**config.mk**
```make
export PLATFORM = sky130hd
export DESIGN_NAME = decode_steer
export DESIGN_NICKNAME = d
export VERILOG_FILES = /design/src/rtl/steer_pkg.sv /design/src/rtl/steer_fsm.sv /design/src/rtl/steer_chunker.sv /design/src/rtl/steer_rotor.sv /design/src/rtl/decode_steer.sv
export SDC_FILE = /design/constraint.sdc
export NUM_CORES = 1
export LEC_CHECK = 0
export BUFFER_PORTS_ARGS = -buffer_cell sky130_fd_sc_hd__buf_2
export CORE_UTILIZATION = 45
export CTS_BUF_LIST = sky130_fd_sc_hd__clkbuf_8
export DETAILED_ROUTE_END_ITERATION = 12
export PLACE_DENSITY = 0.95
export RECOVER_POWER = 100
export SYNTH_ARGS = -nofsm -noshare
export SYNTH_HDL_FRONTEND = slang
export SYNTH_SLANG_ARGS = --single-unit
```
**constraint.sdc**
```tcl
create_clock -name clk -period 2.2 [get_ports clk]
set_input_delay 0.11 -clock clk [delete_from_list [all_inputs] [get_ports clk]]
set_output_delay 0.11 -clock clk [all_outputs]
set_load 0.02 [all_outputs]
```
**src/rtl/steer_pkg.sv**
```systemverilog
package steer_pkg;

    typedef enum logic [0:0] {
        ST_IDLE = 1'b0,
        ST_EMIT = 1'b1
    } steer_state_e;

endpackage

```
**src/rtl/steer_fsm.sv**
```systemverilog
module steer_fsm
    import steer_pkg::*;
(
    input  logic         clk,
    input  logic         rst_n,
    input  logic         flush,
    input  logic         in_valid,
    input  logic         blk_nonzero,
    input  logic         ready_sel,
    input  logic         chunk_last,
    output steer_state_e state,
    output logic         in_ready,
    output logic         load,
    output logic         emit_valid,
    output logic         fire
);

    steer_state_e state_d;

    // state register
    always_ff @(posedge clk or negedge rst_n) begin
        if (!rst_n) state <= ST_IDLE;
        else        state <= state_d;
    end

    // outputs
    always_comb begin
        emit_valid = 1'b0;
        in_ready   = 1'b0;
        unique case (state)
            ST_IDLE: in_ready = !flush;
            ST_EMIT: begin
                emit_valid = !flush;
                in_ready   = !flush && ready_sel && chunk_last;
            end
        endcase
    end

    assign fire = emit_valid && ready_sel;
    assign load = in_valid && in_ready;

    // transitions: accept, advance, reload, drain, flush
    always_comb begin
        state_d = state;
        unique case (state)
            ST_IDLE: if (load && blk_nonzero) state_d = ST_EMIT;
            ST_EMIT: if (fire && chunk_last)
                         state_d = (load && blk_nonzero) ? ST_EMIT : ST_IDLE;
        endcase
        if (flush) state_d = ST_IDLE;
    end

endmodule

```
**src/rtl/steer_chunker.sv**
```systemverilog
module steer_chunker #(
    parameter int ADDR_W    = 32,
    parameter int CNT_W     = 8,
    parameter int CHUNK_MAX = 32
) (
    input  logic                               clk,
    input  logic                               rst_n,
    input  logic                               flush,
    input  logic                               load,
    input  logic                               fire,
    input  logic [ADDR_W-1:0]                  in_addr,
    input  logic [CNT_W-1:0]                   in_count,
    output logic [ADDR_W-1:0]                  blk_addr,
    output logic [CNT_W-1:0]                   blk_off,
    output logic [$clog2(CHUNK_MAX+1)-1:0]     chunk_cnt,
    output logic                               chunk_last
);

    localparam int CHK_W = $clog2(CHUNK_MAX + 1);
    localparam logic [CNT_W-1:0] LIMIT = CNT_W'(CHUNK_MAX);

    logic [CNT_W-1:0] remain;

    assign chunk_last = (remain <= LIMIT);
    assign chunk_cnt  = chunk_last ? remain[CHK_W-1:0] : CHK_W'(CHUNK_MAX);

    always_ff @(posedge clk or negedge rst_n) begin
        if (!rst_n) begin
            blk_addr <= '0;
            blk_off  <= '0;
            remain   <= '0;
        end else if (flush) begin
            blk_off  <= '0;
            remain   <= '0;
        end else if (load) begin
            blk_addr <= in_addr;
            blk_off  <= '0;
            remain   <= in_count;
        end else if (fire) begin
            remain   <= remain - CNT_W'(chunk_cnt);
            blk_off  <= blk_off + LIMIT;
        end
    end

endmodule

```
**src/rtl/steer_rotor.sv**
```systemverilog
module steer_rotor #(
    parameter int N_CLUST = 3,
    parameter int TAG_W   = 4
) (
    input  logic                                         clk,
    input  logic                                         rst_n,
    input  logic                                         flush,
    input  logic                                         fire,
    output logic [((N_CLUST > 1) ? $clog2(N_CLUST) : 1)-1:0] ptr,
    output logic [TAG_W-1:0]                             tag
);

    localparam int PTR_W = (N_CLUST > 1) ? $clog2(N_CLUST) : 1;
    localparam logic [PTR_W-1:0] PTR_TOP = PTR_W'(N_CLUST - 1);

    always_ff @(posedge clk or negedge rst_n) begin
        if (!rst_n) begin
            ptr <= '0;
            tag <= '0;
        end else if (flush) begin
            ptr <= '0;
            tag <= '0;
        end else if (fire) begin
            ptr <= (ptr == PTR_TOP) ? '0 : ptr + 1'b1;
            tag <= tag + 1'b1;
        end
    end

endmodule

```
**src/rtl/decode_steer.sv**
```systemverilog
module decode_steer
    import steer_pkg::*;
#(
    parameter int ADDR_W    = 32,
    parameter int CNT_W     = 8,
    parameter int CHUNK_MAX = 32,
    parameter int TAG_W     = 4,
    parameter int N_CLUST   = 3
) (
    input  logic                                            clk,
    input  logic                                            rst_n,
    input  logic                                            flush,
    input  logic                                            in_valid,
    output logic                                            in_ready,
    input  logic [ADDR_W-1:0]                               in_addr,
    input  logic [CNT_W-1:0]                                in_count,
    output logic [N_CLUST-1:0]                              out_valid,
    input  logic [N_CLUST-1:0]                              out_ready,
    output logic [N_CLUST-1:0][ADDR_W-1:0]                  out_addr,
    output logic [N_CLUST-1:0][CNT_W-1:0]                   out_offset,
    output logic [N_CLUST-1:0][$clog2(CHUNK_MAX+1)-1:0]     out_count,
    output logic [N_CLUST-1:0]                              out_last,
    output logic [N_CLUST-1:0][TAG_W-1:0]                   out_tag
);

    localparam int PTR_W = (N_CLUST > 1) ? $clog2(N_CLUST) : 1;
    localparam int CHK_W = $clog2(CHUNK_MAX + 1);

    steer_state_e        state;
    logic                emit_valid;
    logic                fire;
    logic                load;
    logic                ready_sel;
    logic                chunk_last;
    logic [CHK_W-1:0]    chunk_cnt;
    logic [ADDR_W-1:0]   blk_addr;
    logic [CNT_W-1:0]    blk_off;
    logic [PTR_W-1:0]    ptr;
    logic [TAG_W-1:0]    tag;
    logic [N_CLUST-1:0]  sel_oh;

    steer_fsm u_fsm (
        .clk         (clk),
        .rst_n       (rst_n),
        .flush       (flush),
        .in_valid    (in_valid),
        .blk_nonzero (in_count != '0),
        .ready_sel   (ready_sel),
        .chunk_last  (chunk_last),
        .state       (state),
        .in_ready    (in_ready),
        .load        (load),
        .emit_valid  (emit_valid),
        .fire        (fire)
    );

    steer_chunker #(
        .ADDR_W    (ADDR_W),
        .CNT_W     (CNT_W),
        .CHUNK_MAX (CHUNK_MAX)
    ) u_chunker (
        .clk        (clk),
        .rst_n      (rst_n),
        .flush      (flush),
        .load       (load),
        .fire       (fire),
        .in_addr    (in_addr),
        .in_count   (in_count),
        .blk_addr   (blk_addr),
        .blk_off    (blk_off),
        .chunk_cnt  (chunk_cnt),
        .chunk_last (chunk_last)
    );

    steer_rotor #(
        .N_CLUST (N_CLUST),
        .TAG_W   (TAG_W)
    ) u_rotor (
        .clk   (clk),
        .rst_n (rst_n),
        .flush (flush),
        .fire  (fire),
        .ptr   (ptr),
        .tag   (tag)
    );

    // per-cluster lanes: shared chunk fields, valid qualified by the rotation
    for (genvar c = 0; c < N_CLUST; c++) begin : g_lane
        assign sel_oh[c]     = (ptr == PTR_W'(c));
        assign out_valid[c]  = emit_valid && sel_oh[c];
        assign out_addr[c]   = blk_addr;
        assign out_offset[c] = blk_off;
        assign out_count[c]  = chunk_cnt;
        assign out_last[c]   = chunk_last;
        assign out_tag[c]    = tag;
    end

    assign ready_sel = |(out_ready & sel_oh);

endmodule

```
== Yosys cells after proc, flatten, opt, wreduce, memory -nomap -nowiden ==
Cells that the tools add are included.

* $add $sub $neg: 4
* Order comparisons: 1
* Equal/unequal tests: 2
* Muxes and demuxes: 18
* Bitwise operators: 3
* Reductions and logical operators: 16

{| class="wikitable"
|+ Operators with widths
! cell !! number
|-
| $mux W8 || 6
|-
| $logic_and A1 B1 Y1 || 9
|-
| $add A8 B6 Y8 const B || 1
|-
| $le A8 B6 Y1 const B || 1
|-
| $mux W4 || 2
|-
| $reduce_bool A8 Y1 || 1
|-
| $sub A8 B6 Y8 || 1
|-
| $mux W2 || 3
|-
| $mux W6 || 1
|-
| $add A4 B1 Y4 const B || 1
|-
| $mux W1 || 4
|-
| $pmux W1 S2 || 2
|-
| $and A3 B3 Y3 || 1
|-
| $reduce_bool A3 Y1 || 1
|-
| $reduce_or A3 Y1 || 1
|-
| $add A2 B1 Y2 const B || 1
|-
| $eq A2 B1 Y1 const B || 1
|-
| $eq A2 B2 Y1 const B || 1
|-
| $logic_not A2 Y1 || 1
|-
| $not A1 Y1 || 2
|-
| $reduce_and A2 Y1 || 1
|-
| $reduce_bool A2 Y1 || 1
|-
| $logic_not A1 Y1 || 1
|}

* Bits in registers: 55
* Output and inout bits: 157
* Word-level logic and storage cells: 50

== Depth between registers and ports, before layout ==
* Word-level depth: 12
* Mapped depth: 8

== By module ==
From an unflattened synthesis, not the netlist that was laid out.

* Cells, all modules: 302
* Area total of the unflattened synthesis: 3201.8 um^2

{| class="wikitable"
|+ By module, submodules not included
! module !! times used !! cells each !! area an instance (um^2) !! sequential area each (um^2)
|-
| steer_chunker || 1 || 157 || 1981.9 || 1076.0
|-
| decode_steer || 1 || 112 || 839.6 || 0.0
|-
| steer_rotor || 1 || 25 || 289.0 || 150.1
|-
| steer_fsm || 1 || 8 || 91.3 || 25.0
|}

== Worst setup path after synthesis ==
Ideal clock, no wire load.

* Kind: register to register
* From: register u_rotor.ptr[0] (netlist name)
* To: register u_chunker.blk_addr[10]
* Library setup time: 0.125 ns
* Arrival: 1.691 ns
* Required time: 2.075 ns
* Setup slack: 0.384 ns
* Cell stages (with the launch flop): 9
* Period minus slack after synthesis: 1.816 ns
* Cells stage by stage: dfrtp_1 -> buf_6 -> mux2i_4 -> o21ai_2 -> a21o_1 -> and2_1 -> buf_6 -> buf_6 -> mux2_4

* Cells in the longest elaborated chain, start to end: 8

{| class="wikitable"
|+ Ends and longest elaborated chain
! element !! RTL line !! source
|-
| from (decl) || steer_rotor.sv:9 || <nowiki>output logic [((N_CLUST > 1) ? $clog2(N_CLUST) : 1)-1:0] ptr,</nowiki>
|-
| from (signal assigned) || steer_rotor.sv:24 || <nowiki>ptr <= (ptr == PTR_TOP) ? '0 : ptr + 1'b1;</nowiki>
|-
| $eq A2 B1 Y1 (tied with other cells) || decode_steer.sv:89 || <nowiki>assign sel_oh[c] = (ptr == PTR_W'(c));</nowiki>
|-
| $and A3 B3 Y3 * || decode_steer.sv:98 || <nowiki>assign ready_sel = |(out_ready & sel_oh);</nowiki>
|-
| $reduce_or A3 Y1 * || decode_steer.sv:98 ||
|-
| $logic_and A1 B1 Y1 * (2 in a row) || steer_fsm.sv:34 || <nowiki>in_ready = !flush && ready_sel && chunk_last;</nowiki>
|-
| $pmux W1 S2 * || steer_fsm.sv:30 || <nowiki>unique case (state)</nowiki>
|-
| $logic_and A1 B1 Y1 * || steer_fsm.sv:40 || <nowiki>assign load = in_valid && in_ready;</nowiki>
|-
| $reduce_and A2 Y1 (no source line) * || -- ||
|-
| to (signal assigned) || steer_chunker.sv:36 || <nowiki>blk_addr <= in_addr;</nowiki>
|-
| to (decl) || steer_chunker.sv:13 || <nowiki>output logic [ADDR_W-1:0] blk_addr,</nowiki>
|}

Every way passes the cells marked *; elsewhere a longest branch is shown, timed or not.
A chain may end at the register's enable or synchronous reset.

== Worst setup path in the final report ==
* From: register u_chunker.remain[4]
* To: register u_chunker.blk_addr[17]

* Cells in the longest elaborated chain, start to end: 5

{| class="wikitable"
|+ Ends and longest elaborated chain
! element !! RTL line !! source
|-
| from (decl) || steer_chunker.sv:22 || <nowiki>logic [CNT_W-1:0] remain;</nowiki>
|-
| from (signal assigned) || steer_chunker.sv:38 || <nowiki>remain <= in_count;</nowiki>
|-
| from (signal assigned) || steer_chunker.sv:40 || <nowiki>remain <= remain - CNT_W'(chunk_cnt);</nowiki>
|-
| $le A8 B6 Y1 || steer_chunker.sv:24 || <nowiki>assign chunk_last = (remain <= LIMIT);</nowiki>
|-
| $logic_and A1 B1 Y1 || steer_fsm.sv:34 ||
|-
| $pmux W1 S2 || steer_fsm.sv:30 ||
|-
| $logic_and A1 B1 Y1 || steer_fsm.sv:40 ||
|-
| $reduce_and A2 Y1 (no source line) || -- ||
|}

Every way passes these cells.

==> reports/results.ini <==
[route]
via_per_inst=4.665
post_drt_wl_per_cell_um=14.12
routed-via-count=2356
antenna_left=0
wl_um=7129
drc=0
first_pass_iters=4
drt_iter0_drc=100

[floorplanning]
die_height_um=87.42
initial_utilization=0.4754
fp.dieArea_mm2=0.007641
dieWidth_um=87.42
num_io_pins=204
rows=30
core_area_mm2=0.006907

[timing]
finalHoldViolations=0
min_period_ps=2065
fin_ws_ps=135.2
slew_headroom=0.1947
rsz0062_at_grt=no
fmax_ghz=0.4843
hold_ws_ps=25.18
setup_violations=0
tightest_slew_ps=1208
final.setup_skew_ps=9.064
fin_setup_tns_ps=0
timing.final.crit_share=0.9386
maxSlewViolCount=0

[worst_setup_path]
cp_max_fo=20
cp.arrival_ps=2260
startpoint=u_chunker.remain[4]$_DFFE_PN0P_
crit_type=register to register
reg2reg_depth=6
end_kind=register
start_kind=register
cp_num_buf_inv=1
cp.depth=6
crit_family=simple AND/OR/NAND/NOR gates
critPathSlowestCell=dfrtp_1
rr_startpoint=u_chunker.remain[4]$_DFFE_PN0P_
crit_path_max_incr_delay_ps=430
ff2ff_setup_slack_ps=140
cp_cell_sequence=nor3_1 > a31o_2 > a21o_1 > and2_2 > buf_6 > mux2_4
cp.required_ps=2390
crit_end=u_chunker.blk_addr[17]$_DFFE_PN0P_
timing.rr.end=u_chunker.blk_addr[17]$_DFFE_PN0P_

[synth]
syn-mean-instance-area_um2=10.69
ys_seq_area_frac=0.3811
synth_top_cell_by_area=dfrtp_1
synthCells=307
synth.area.top_cells=dfrtp_1 (38%), buf_4 (25%), mux2_4 (14%), buf_6 (2.1%), o21ai_0 (1.7%)
synth_common_cells=buf_4 (108), dfrtp_1 (50), mux2_4 (31), nor2_1 (13), o21ai_0 (11)
synth_warnings=0
netlist_area_mm2=0.003283
synth.most_common_cell=buf_4
synthFlopType=dfrtp_1
synth.distinct_cells=42
synth_top_area_frac=0.3811
yosys_register_bits=50
synth_edf_count=0
synthArstFlopShare=1.000

[placed_design]
place_ws_ps=220.9
dp_hpwl_um=5541
place_congestion=0.8068
port_buffers=188

[finish]
multi_input_comb_area_mm2=0.001125
nets=458
seqCellArea_mm2=0.001251
antenna_cells=0
syn_to_final_growth_pct=5.831
layout-drive-gt1-share=0.2421
fillCellCount=731
fin_util=0.5031

[clocking]
postCtsSetupRepairBufs=0
holdBufCountCts=1
htreeDepth=2
cts-root-buf=clkbuf_8
numCtsBuffers=5
cts_sinks=50
cts.clk_slew.worst_paths_ps=100
ctsResizeCount=0
clockBufferDepth=2
cts_tree=built
clk_latency_ps=300

[global_routing]
grt_pass1_wl_um=10420
track_usage=0.1772
grt_max_degree=22
grt_pass1_vias=2120
grt_overflow=0
antenna_found_initial=0

[power]
ir_drop_uv=432.8
leakage_nw=1.554
power.density_mw_per_mm2=962.9

[status]
status=complete, no violations

[job]
cap_violations=0

[worst_hold_path]
holdCritPathClass=input pin to register

area by class of cell:
type                       count  share of cell area
inverter                       4            0.004321
tap                           96             0.03457
multi-input combinational    148              0.3237
clock inverter                 2            0.005041
timing repair buffer         199              0.2485
clock buffer                   6             0.02377
sequential                    50              0.3601
state kept, by name (all words and copies together), names as in the netlist:
register            flops
u_chunker.blk_addr     32
u_chunker.blk_off       3
u_chunker.remain        8
u_fsm.state             1
u_rotor.ptr             2
u_rotor.tag             4
layout by cell type (no fill, tap or decap), drive strengths merged, types with 2 or more instances in the layout:
cell | netlist | routed
dfrtp | 50 | 50
mux2 | 34 | 34
xor2 | 2 | 2
nor3 | 7 | 7
nor2b | 4 | 4
nand2b | 3 | 3
inv | 4 | 4
a21oi | 8 | 8
o21ai | 12 | 12
nor3b | 2 | 2
nand2 | 9 | 9
nand3 | 6 | 6
clkbuf | 4 | 146
nand3b | 3 | 3
or4 | 2 | 2
conb | 1 | 16
and2 | 5 | 5
buf | 116 | 58
nor2 | 14 | 14
a311oi | 2 | 2
o31ai | 2 | 2
ha | 3 | 3
clkinv | 0 | 2
kinds of logic after synthesis:
kind of cell    count (synthesis)  synth area share
simple gates                   57           0.09184
xor+xnor                        3          0.008005
compound gates                 34           0.06784
buf+inv                       124            0.2797
flops                          50            0.3811
mux                            35            0.1589
other cells                     1          0.001142
fa+ha+maj                       3           0.01143
power breakdown:
part | total (mW) | internal, mW | switching (mW)
Sequential | 1.26 | 1.08 | 0.183
Combinational | 1.51 | 0.461 | 1.05
Clock | 0.574 | 0.259 | 0.314
stage by stage:
step	power, mW	cells	cell area, µm²
detailed placement	2.961	496	3598
global placement	2.920	496	3598
floorplan	2.797	322	3339
CTS	3.541	505	3709
global route	3.530	505	3475
finish	3.346	505	3475
worst min path at each step:
stage / from / to / slack, ps / depth (start not counted)
after floorplan: rst_n / u_chunker.blk_addr[0]$_DFFE_PN0P_ / -190 / 0
after global placement: rst_n / u_rotor.ptr[0]$_DFFE_PN0P_ / 100 / 1
after detailed placement: rst_n / u_rotor.ptr[0]$_DFFE_PN0P_ / 110 / 1
after CTS: in_addr[2] / u_chunker.blk_addr[2]$_DFFE_PN0P_ / 20 / 2
after global routing: in_addr[11] / u_chunker.blk_addr[11]$_DFFE_PN0P_ / 20 / 2
final: in_addr[30] / u_chunker.blk_addr[30]$_DFFE_PN0P_ / 30 / 2
per-layer routing:
| metal | vias to the layer above | routed length (µm) | global-route usage |
|---|---|---|---|
| met5 | - | 0 | 0 |
| met4 | 0 | 129 | 0.06408 |
| met3 | 11 | 487 | 0.03223 |
| met2 | 130 | 3621 | 0.2962 |
| met1 | 1111 | 2890 | 0.2288 |
| li1 | 1104 | - | - |
(Power assumes the default switching activity.)
